## config.mk

```make
export PLATFORM = sky130hd
export DESIGN_NAME = sensor_bringup
export DESIGN_NICKNAME = d
export VERILOG_FILES = /design/src/rtl/sbu_pkg.sv /design/src/rtl/sbu_timer.sv /design/src/rtl/sbu_framer.sv /design/src/rtl/sbu_rsp_split.sv /design/src/rtl/sensor_bringup.sv
export SDC_FILE = /design/constraint.sdc
export NUM_CORES = 1
export LEC_CHECK = 0
export BUFFER_PORTS_ARGS = -buffer_cell sky130_fd_sc_hd__buf_2
export CORE_MARGIN = 2
export CORE_UTILIZATION = 40
export DETAILED_ROUTE_END_ITERATION = 7
export PLACE_DENSITY = 0.58
export SYNTH_ARGS = -nofsm -noshare
export SYNTH_HDL_FRONTEND = slang
export SYNTH_SLANG_ARGS = --single-unit
```

## constraint.sdc

```tcl
create_clock -name clk -period 4.91 [get_ports clk]
set_input_delay 0.982 -clock clk [delete_from_list [all_inputs] [get_ports clk]]
set_output_delay 0.982 -clock clk [all_outputs]
set_load 0.02 [all_outputs]
```

## src/rtl/sbu_pkg.sv

```systemverilog
package sbu_pkg;
  typedef logic [4:0] addr_t;

  typedef enum logic [1:0] {TAG_NONE, TAG_ACK, TAG_STAT, TAG_DATA} tag_t;
  typedef enum logic [1:0] {PH_FILT, PH_CLEAR, PH_POLL} phase_t;
  typedef enum logic [2:0] {ST_BOOT, ST_REQ, ST_RSP, ST_SWAIT, ST_SMP, ST_HALT} state_t;

  localparam addr_t       ADDR_SUMMARY = 5'h1F;
  localparam addr_t       ADDR_COMMON  = 5'h1B;
  localparam int          LOOP_BIT     = 6;
  localparam logic [1:0]  RS_NORMAL    = 2'b01;
  localparam logic [15:0] FLT_60HZ     = 16'h2000;
  localparam logic [15:0] FLT_10HZ     = 16'h1000;
  localparam logic [2:0]  CLEAR_LAST   = 3'd5;  // index of the extra read
  localparam logic [2:0]  POLL_LAST    = 3'd4;

  function automatic logic [7:0] crc8_24(input logic [23:0] body);
    logic [7:0] r;
    logic       fb;
    r = 8'hFF;
    for (int i = 23; i >= 0; i--) begin
      fb = r[7] ^ body[i];
      r  = {r[6:0], 1'b0};
      if (fb) r = r ^ 8'h1D;
    end
    return ~r;
  endfunction

  function automatic addr_t clear_addr(input logic [2:0] i);
    case (i)
      3'd0:    return 5'h09;
      3'd1:    return 5'h0A;
      3'd2:    return 5'h0F;
      3'd3:    return 5'h1B;
      default: return 5'h1F;
    endcase
  endfunction

  function automatic addr_t poll_addr(input logic [2:0] i);
    case (i)
      3'd0:    return 5'h01;
      3'd1:    return 5'h04;
      3'd2:    return 5'h05;
      3'd3:    return 5'h06;
      default: return 5'h07;
    endcase
  endfunction
endpackage

```

## src/rtl/sbu_timer.sv

```systemverilog
module sbu_timer #(
  parameter int unsigned CLK_KHZ = 100000,
  parameter int unsigned BOOT_MS = 20,
  parameter int unsigned T60_MS  = 620,
  parameter int unsigned T10_MS  = 750
) (
  input  logic clk,
  input  logic rst_n,
  input  logic slow_sel,
  output logic boot_done,
  output logic start_done
);
  localparam int unsigned BOOT_CYC = CLK_KHZ * BOOT_MS;
  localparam int unsigned T60_CYC  = CLK_KHZ * T60_MS;
  localparam int unsigned T10_CYC  = CLK_KHZ * T10_MS;
  localparam int unsigned MAX_A    = (T60_CYC > T10_CYC) ? T60_CYC : T10_CYC;
  localparam int unsigned MAX_CYC  = (MAX_A > BOOT_CYC) ? MAX_A : BOOT_CYC;
  localparam int          CW       = $clog2(MAX_CYC + 1);
  localparam logic [CW-1:0] BOOT_C = CW'(BOOT_CYC);
  localparam logic [CW-1:0] T60_C  = CW'(T60_CYC);
  localparam logic [CW-1:0] T10_C  = CW'(T10_CYC);
  localparam logic [CW-1:0] MAX_C  = CW'(MAX_CYC);

  logic [CW-1:0] cnt;

  always_ff @(posedge clk) begin
    if (!rst_n)             cnt <= '0;
    else if (cnt != MAX_C)  cnt <= cnt + 1'b1;
  end

  assign boot_done  = (cnt >= BOOT_C);
  assign start_done = (cnt >= (slow_sel ? T10_C : T60_C));

  assert_count_sat_R3: assert property (@(posedge clk) disable iff (!rst_n)
    (cnt == MAX_C) |=> (cnt == MAX_C));
endmodule

```

## src/rtl/sbu_framer.sv

```systemverilog
module sbu_framer import sbu_pkg::*; (
  input  logic        wr,
  input  addr_t       addr,
  input  logic [15:0] wdata,
  output logic [31:0] frame
);
  logic [23:0] body;
  assign body  = {wr, addr, 2'b00, wdata};
  assign frame = {body, crc8_24(body)};
endmodule

```

## src/rtl/sbu_rsp_split.sv

```systemverilog
module sbu_rsp_split import sbu_pkg::*; (
  input  logic [31:0] frame,
  output logic        crc_ok,
  output logic [1:0]  rs,
  output logic [15:0] data
);
  assign crc_ok = (crc8_24(frame[31:8]) == frame[7:0]);
  assign rs     = frame[25:24];
  assign data   = frame[23:8];
endmodule

```

## src/rtl/sensor_bringup.sv

```systemverilog
module sensor_bringup import sbu_pkg::*; #(
  parameter int unsigned CLK_KHZ = 100000,
  parameter int unsigned BOOT_MS = 20,
  parameter int unsigned T60_MS  = 620,
  parameter int unsigned T10_MS  = 750
) (
  input  logic        clk,
  input  logic        rst_n,
  input  logic        filt_10hz,
  output logic        req_valid,
  input  logic        req_ready,
  output logic [31:0] req_frame,
  input  logic        rsp_valid,
  output logic        rsp_ready,
  input  logic [31:0] rsp_frame,
  output logic        sample_valid,
  input  logic        sample_ready,
  output logic [4:0]  sample_addr,
  output logic [15:0] sample_data,
  output logic        polling,
  output logic        crc_err,
  output logic        rs_err,
  output logic        restart_req
);
  state_t      state;
  phase_t      phase;
  logic [2:0]  idx;
  logic        slow_q;
  tag_t        prev_tag, cur_tag;
  addr_t       prev_addr, cur_addr;
  logic        cur_wr;
  logic [15:0] cur_wdata;
  logic        boot_done, start_done;
  logic        r_crc_ok;
  logic [1:0]  r_rs;
  logic [15:0] r_data;
  logic        bad_crc, loop_fail, take, rs_bad;

  sbu_timer #(.CLK_KHZ(CLK_KHZ), .BOOT_MS(BOOT_MS), .T60_MS(T60_MS), .T10_MS(T10_MS)) u_timer (
    .clk(clk), .rst_n(rst_n), .slow_sel(slow_q), .boot_done(boot_done), .start_done(start_done));

  sbu_framer u_framer (.wr(cur_wr), .addr(cur_addr), .wdata(cur_wdata), .frame(req_frame));

  sbu_rsp_split u_split (.frame(rsp_frame), .crc_ok(r_crc_ok), .rs(r_rs), .data(r_data));

  // request selected by phase and position
  always_comb begin
    cur_wr    = 1'b0;
    cur_addr  = ADDR_SUMMARY;
    cur_wdata = '0;
    cur_tag   = TAG_ACK;
    case (phase)
      PH_FILT: begin
        cur_wr    = 1'b1;
        cur_wdata = slow_q ? FLT_10HZ : FLT_60HZ;
      end
      PH_CLEAR: if (idx != CLEAR_LAST) begin
        cur_addr = clear_addr(idx);
        cur_tag  = TAG_STAT;
      end
      default: begin
        cur_addr = poll_addr(idx);
        cur_tag  = TAG_DATA;
      end
    endcase
  end

  // answer judged against the tag of the request before it
  always_comb begin
    bad_crc   = (prev_tag != TAG_NONE) && !r_crc_ok;
    loop_fail = (prev_tag == TAG_STAT) && r_crc_ok && (prev_addr == ADDR_COMMON) && !r_data[LOOP_BIT];
    take      = (prev_tag == TAG_DATA) && r_crc_ok && (r_rs == RS_NORMAL);
    rs_bad    = (prev_tag == TAG_DATA) && r_crc_ok && (r_rs != RS_NORMAL);
  end

  always_ff @(posedge clk) begin
    if (!rst_n) begin
      state       <= ST_BOOT;
      phase       <= PH_FILT;
      idx         <= '0;
      slow_q      <= 1'b0;
      prev_tag    <= TAG_NONE;
      prev_addr   <= '0;
      sample_addr <= '0;
      sample_data <= '0;
      crc_err     <= 1'b0;
      rs_err      <= 1'b0;
      restart_req <= 1'b0;
    end else begin
      case (state)
        ST_BOOT: if (boot_done) begin
          slow_q <= filt_10hz;
          state  <= ST_REQ;
        end
        ST_REQ: if (req_ready) state <= ST_RSP;
        ST_RSP: if (rsp_valid) begin
          prev_tag  <= cur_tag;
          prev_addr <= cur_addr;
          if (bad_crc) crc_err <= 1'b1;
          if (rs_bad)  rs_err  <= 1'b1;
          if (take) begin
            sample_addr <= prev_addr;
            sample_data <= r_data;
          end
          case (phase)
            PH_FILT:  phase <= PH_CLEAR;
            PH_CLEAR: if (idx == CLEAR_LAST) begin
              phase <= PH_POLL;
              idx   <= '0;
            end else idx <= idx + 3'd1;
            default:  idx <= (idx == POLL_LAST) ? 3'd0 : idx + 3'd1;
          endcase
          if (loop_fail) begin
            restart_req <= 1'b1;
            state       <= ST_HALT;
          end else if (take)              state <= ST_SMP;
          else if (phase == PH_FILT)      state <= ST_SWAIT;
          else                            state <= ST_REQ;
        end
        ST_SWAIT: if (start_done)   state <= ST_REQ;
        ST_SMP:   if (sample_ready) state <= ST_REQ;
        default: ;
      endcase
    end
  end

  assign req_valid    = (state == ST_REQ);
  assign rsp_ready    = (state == ST_RSP);
  assign sample_valid = (state == ST_SMP);
  assign polling      = (phase == PH_POLL);

  assert_no_early_req_R1: assert property (@(posedge clk) disable iff (!rst_n)
    req_valid |-> boot_done);
  assert_start_wait_R3: assert property (@(posedge clk) disable iff (!rst_n)
    (req_valid && phase != PH_FILT) |-> start_done);
  assert_one_outstanding_R6: assert property (@(posedge clk) disable iff (!rst_n)
    !(req_valid && rsp_ready));
  assert_req_hold_R10: assert property (@(posedge clk) disable iff (!rst_n)
    (req_valid && !req_ready) |=> (req_valid && $stable(req_frame)));
  assert_sample_hold_R10: assert property (@(posedge clk) disable iff (!rst_n)
    (sample_valid && !sample_ready) |=> (sample_valid && $stable(sample_addr) && $stable(sample_data) && !req_valid));
  assert_crc_sticky_R7: assert property (@(posedge clk) disable iff (!rst_n)
    crc_err |=> crc_err);
  assert_rs_sticky_R8: assert property (@(posedge clk) disable iff (!rst_n)
    rs_err |=> rs_err);
  assert_halt_quiet_R9: assert property (@(posedge clk) disable iff (!rst_n)
    restart_req |-> (!req_valid && $past(restart_req || !req_valid)));
endmodule

```

==> impl_metrics.csv <==
group,metric,value,unit
power,cellLeakagePower,2.39,nW
cells_and_area,drive_gt1_share,16.2,%
place,gp_congestion,0.857,
timing,finalSetupViolCount,0,
timing,fin_crit,4.13,ns
die,die_w,113,um
die,core.rowCount,39,
timing,rsz0062_at_grt,"no",
clocking,cts_tree,"done",
drt,drtPass1Iterations,4,
clocking,cts_made_buffers,9,
logic_synthesis,yosysTopAreaCellShare,28.3,%
clocking,htreeDepth,3,
drt,vias,3975,
timing,skew,0.00429,ns
die,initial_core_util,41.3,%
logic_synthesis,synthArstFlopShare,0,%
run_status,status,"finished clean",
critical_path,critPathSlowestCell,"xnor3_1",
cells_and_area,antenna_cells,0,
timing,maxSlewViolCount,0,
clocking,cts_hold_buf,0,
critical_path,cp_common_cell,"xnor3_1",
grt,antenna_found_initial,0,
drt,drc_errors,0,
place,dpl.hpwl,8.35,mm
cells_and_area,finalNonFillerCells,779,
critical_path,endpoint_kind,"register",
timing,hold_viol_final,0,
die,dieArea,12700,sq um
clocking,cts_root_buffer,"clkbuf_16",
timing,tns,0,ns
clocking,cts.sink_count,67,
logic_synthesis,ys_top_cells_by_area,"dfxtp_1, xnor2_1, xnor3_1",
cells_and_area,fin_nets,690,
place,place_inst,764,
logic_synthesis,synth-seq-area-share,28.3,%
clocking,cts_resized,0,
place,port_buffers,81,
critical_path,cpPeakStageDelay,0.48,ns
logic_synthesis,avgSynthCellArea,8.46,sq um
grt,grt_pass1_vias,3729,
logic_synthesis,synth-main-ff-cell,"dfxtp_1",
power,ir_worst_vdd,0.385,mV
grt,grt_max_degree,50,
logic_synthesis,synth_edf_count,0,
die,die_h,113,um
timing,max_slew_margin,42.3,%
critical_path,cp_data_required_time,5.17,ns
logic_synthesis,yosysWarnings,0,
critical_path,start_kind,"input pin",
logic_synthesis,syn_area,4740,sq um
drt,postRouteAntennaNets,0,
drt,viasPerCell,5.10,
drt,wire_per_inst,14.0,um
clocking,clk_latency,0.33,ns
critical_path,arrival,4.40,ns
logic_synthesis,synth_cells,560,
critical_path,cp_top_family,"XOR/XNOR gates",
critical_path,crit_buf_inv,2,
clocking,clockBufferDepth,2,
clocking,postCtsSetupBuffers,0,
timing,max_freq,242,MHz
critical_path,crit_chain,"buf_2, xnor3_1, xnor2_1, xnor3_1, xnor3_1, xnor3_1, o311a_1, nor4_4, buf_4, nand3_1, o21ai_1",
grt,grt_use_total,17.4,%
logic_synthesis,synth_seq_cells,67,
cells_and_area,area_growth,15.3,%
grt,grt_first_pass_wirelength,18.0,mm
drt,drt_iter0_drc,150,
run,maxCapViolCount,0,
timing,worst_pin_slew,0.844,ns
logic_synthesis,synth_cell_types,55,
critical_path,worstSetupPathType,"input pin to register",
drt,routed_wl,10.9,mm
clocking,cts.clk_slew.worst_paths,0.05,ns
die,coreArea,11500,sq um
die,num_io_pins,98,
timing,min_period_over_period,84.2,%
min_path,hold_path.class,"register to register",
power,total_power,0.00204,W
logic_synthesis,yosysTopAreaCell,"dfxtp_1",
power,power_density,374,nW/um^2
grt,overflow,0,
critical_path,crit_fanout,36,
==> worst reg2reg max path, delay by kind of cell (launching register included) <==
kind	cells	cell delay, ns
AOI/OAI and AO/OA	2	0.49
adders and majority gates	1	0.13
buffers and inverters	1	0.07
muxes	1	0.22
DFF	1	0.34
and+or+nand+nor	5	1.47
==> layout make-up <==
cell class | instances | area (sq um)
Clock buffer | 13 | 270
Sequential cell | 67 | 1340
Timing Repair Buffer | 84 | 428
Fill cell | 1120 | 6000
Multi-Input combinational cell | 449 | 3160
Clock inverter | 2 | 10.0
Inverter | 21 | 78.8
Tap cell | 143 | 179
==> metal layers <==
| layer | track usage (%) | up-vias | wire [um] | part of all wire [%] |
|---|---|---|---|---|
| met1 | 23.0 | 1834 | 5050 | 46 |
| met5 | 0 | - | 0 | 0 |
| met3 | 1.98 | 16 | 272 | 2.5 |
| li1 | - | 2058 | - | - |
| met4 | 7.07 | 0 | 208 | 1.9 |
| met2 | 29.1 | 67 | 5410 | 49 |
==> synth_stat cells (3+ instances only) <==
| master | count |
|---|---|
| buf_4 | 19 |
| and2_1 | 20 |
| inv_1 | 21 |
| and3_1 | 5 |
| xor2_1 | 14 |
| ha_1 | 20 |
| nor2b_1 | 7 |
| mux2i_1 | 3 |
| nor3b_1 | 5 |
| nand2_1 | 65 |
| nor2_1 | 27 |
| o21ai_0 | 30 |
| xnor2_1 | 53 |
| dfxtp_1 | 67 |
| or3_1 | 8 |
| o21ai_1 | 23 |
| nor4_1 | 6 |
| a21boi_0 | 12 |
| nand3_1 | 38 |
| nand4_1 | 9 |
| clkbuf_1 | 16 |
| buf_2 | 3 |
| o21a_1 | 5 |
| nor3_1 | 13 |
| o211a_1 | 4 |
| xor3_1 | 4 |
| a21oi_1 | 13 |
| xnor3_1 | 15 |
==> layout by cell type, fill, tap and decap left out, types with 7 or more instances in the layout <==
cell        n
a21boi_0   12
a21oi_1    13
and2_1     20
buf_2      81
clkbuf_16   9
conb_1     16
dfxtp_1    67
ha_1       20
inv_1      21
nand2_1    65
nand3_1    38
nand4_1     9
nor2_1     27
nor2b_1     7
nor3_1     13
o21ai_0    30
o21ai_1    23
or3_1       8
xnor2_1    53
xnor3_1    15
xor2_1     14
==> kinds of logic after synthesis <==
| kind of cell | after synthesis | synth area share (%) |
|---|---|---|
| other cells | 1 | 0.0792 |
| fa+ha+maj | 20 | 5.28 |
| mux | 3 | 0.634 |
| compound gates | 106 | 13.7 |
| buf+inv | 59 | 6.26 |
| simple gates | 216 | 23.5 |
| flops | 67 | 28.3 |
| xor+xnor | 88 | 22.2 |
==> power by group <==
part | internal [W] | switching (W) | total [W]
registers | 0.000550 | 0.00000866 | 0.000558
clock network | 0.000379 | 0.000232 | 0.000610
logic | 0.000440 | 0.000434 | 0.000875
total | 0.00137 | 0.000675 | 0.00204
==> final timing paths <==
kind / slack (ns) / end / depth (start not counted) / from
worst min-delay path: 0.44 / sample_addr[0]$_SDFFE_PN0P_ / 2 / sample_addr[0]$_SDFFE_PN0P_
worst min register to register: 0.44 / sample_addr[0]$_SDFFE_PN0P_ / 2 / sample_addr[0]$_SDFFE_PN0P_
worst max-delay path: 0.78 / sample_data[4]$_SDFFE_PN0P_ / 11 / rsp_frame[19]
worst max register to register: 2.11 / state[1]$_SDFFE_PN0P_ / 10 / u_timer.cnt[0]$_SDFFE_PN0P_
==> registers in the layout (all words and copies together) (netlist names), 2 cells and up <==
signal and flops:
sample_addr 5, state 3, u_timer.cnt 27, phase 2
idx 3, prev_tag 2, sample_data 16, prev_addr 5
==> per-stage QoR <==
step	setup slack [ns]	area, sq um	hold slack, ns	util, %
finish	0.777	5460	0.444	47.6
global route	0.540	5460	0.459	47.6
CTS	0.778	5460	0.446	47.6
detailed placement	0.436	5180	0.437	45.2
global placement	0.506	5180	0.435	45.2
floorplan	0.827	4790	0.445	-
Note: power is estimated with default switching activity, not from simulation.
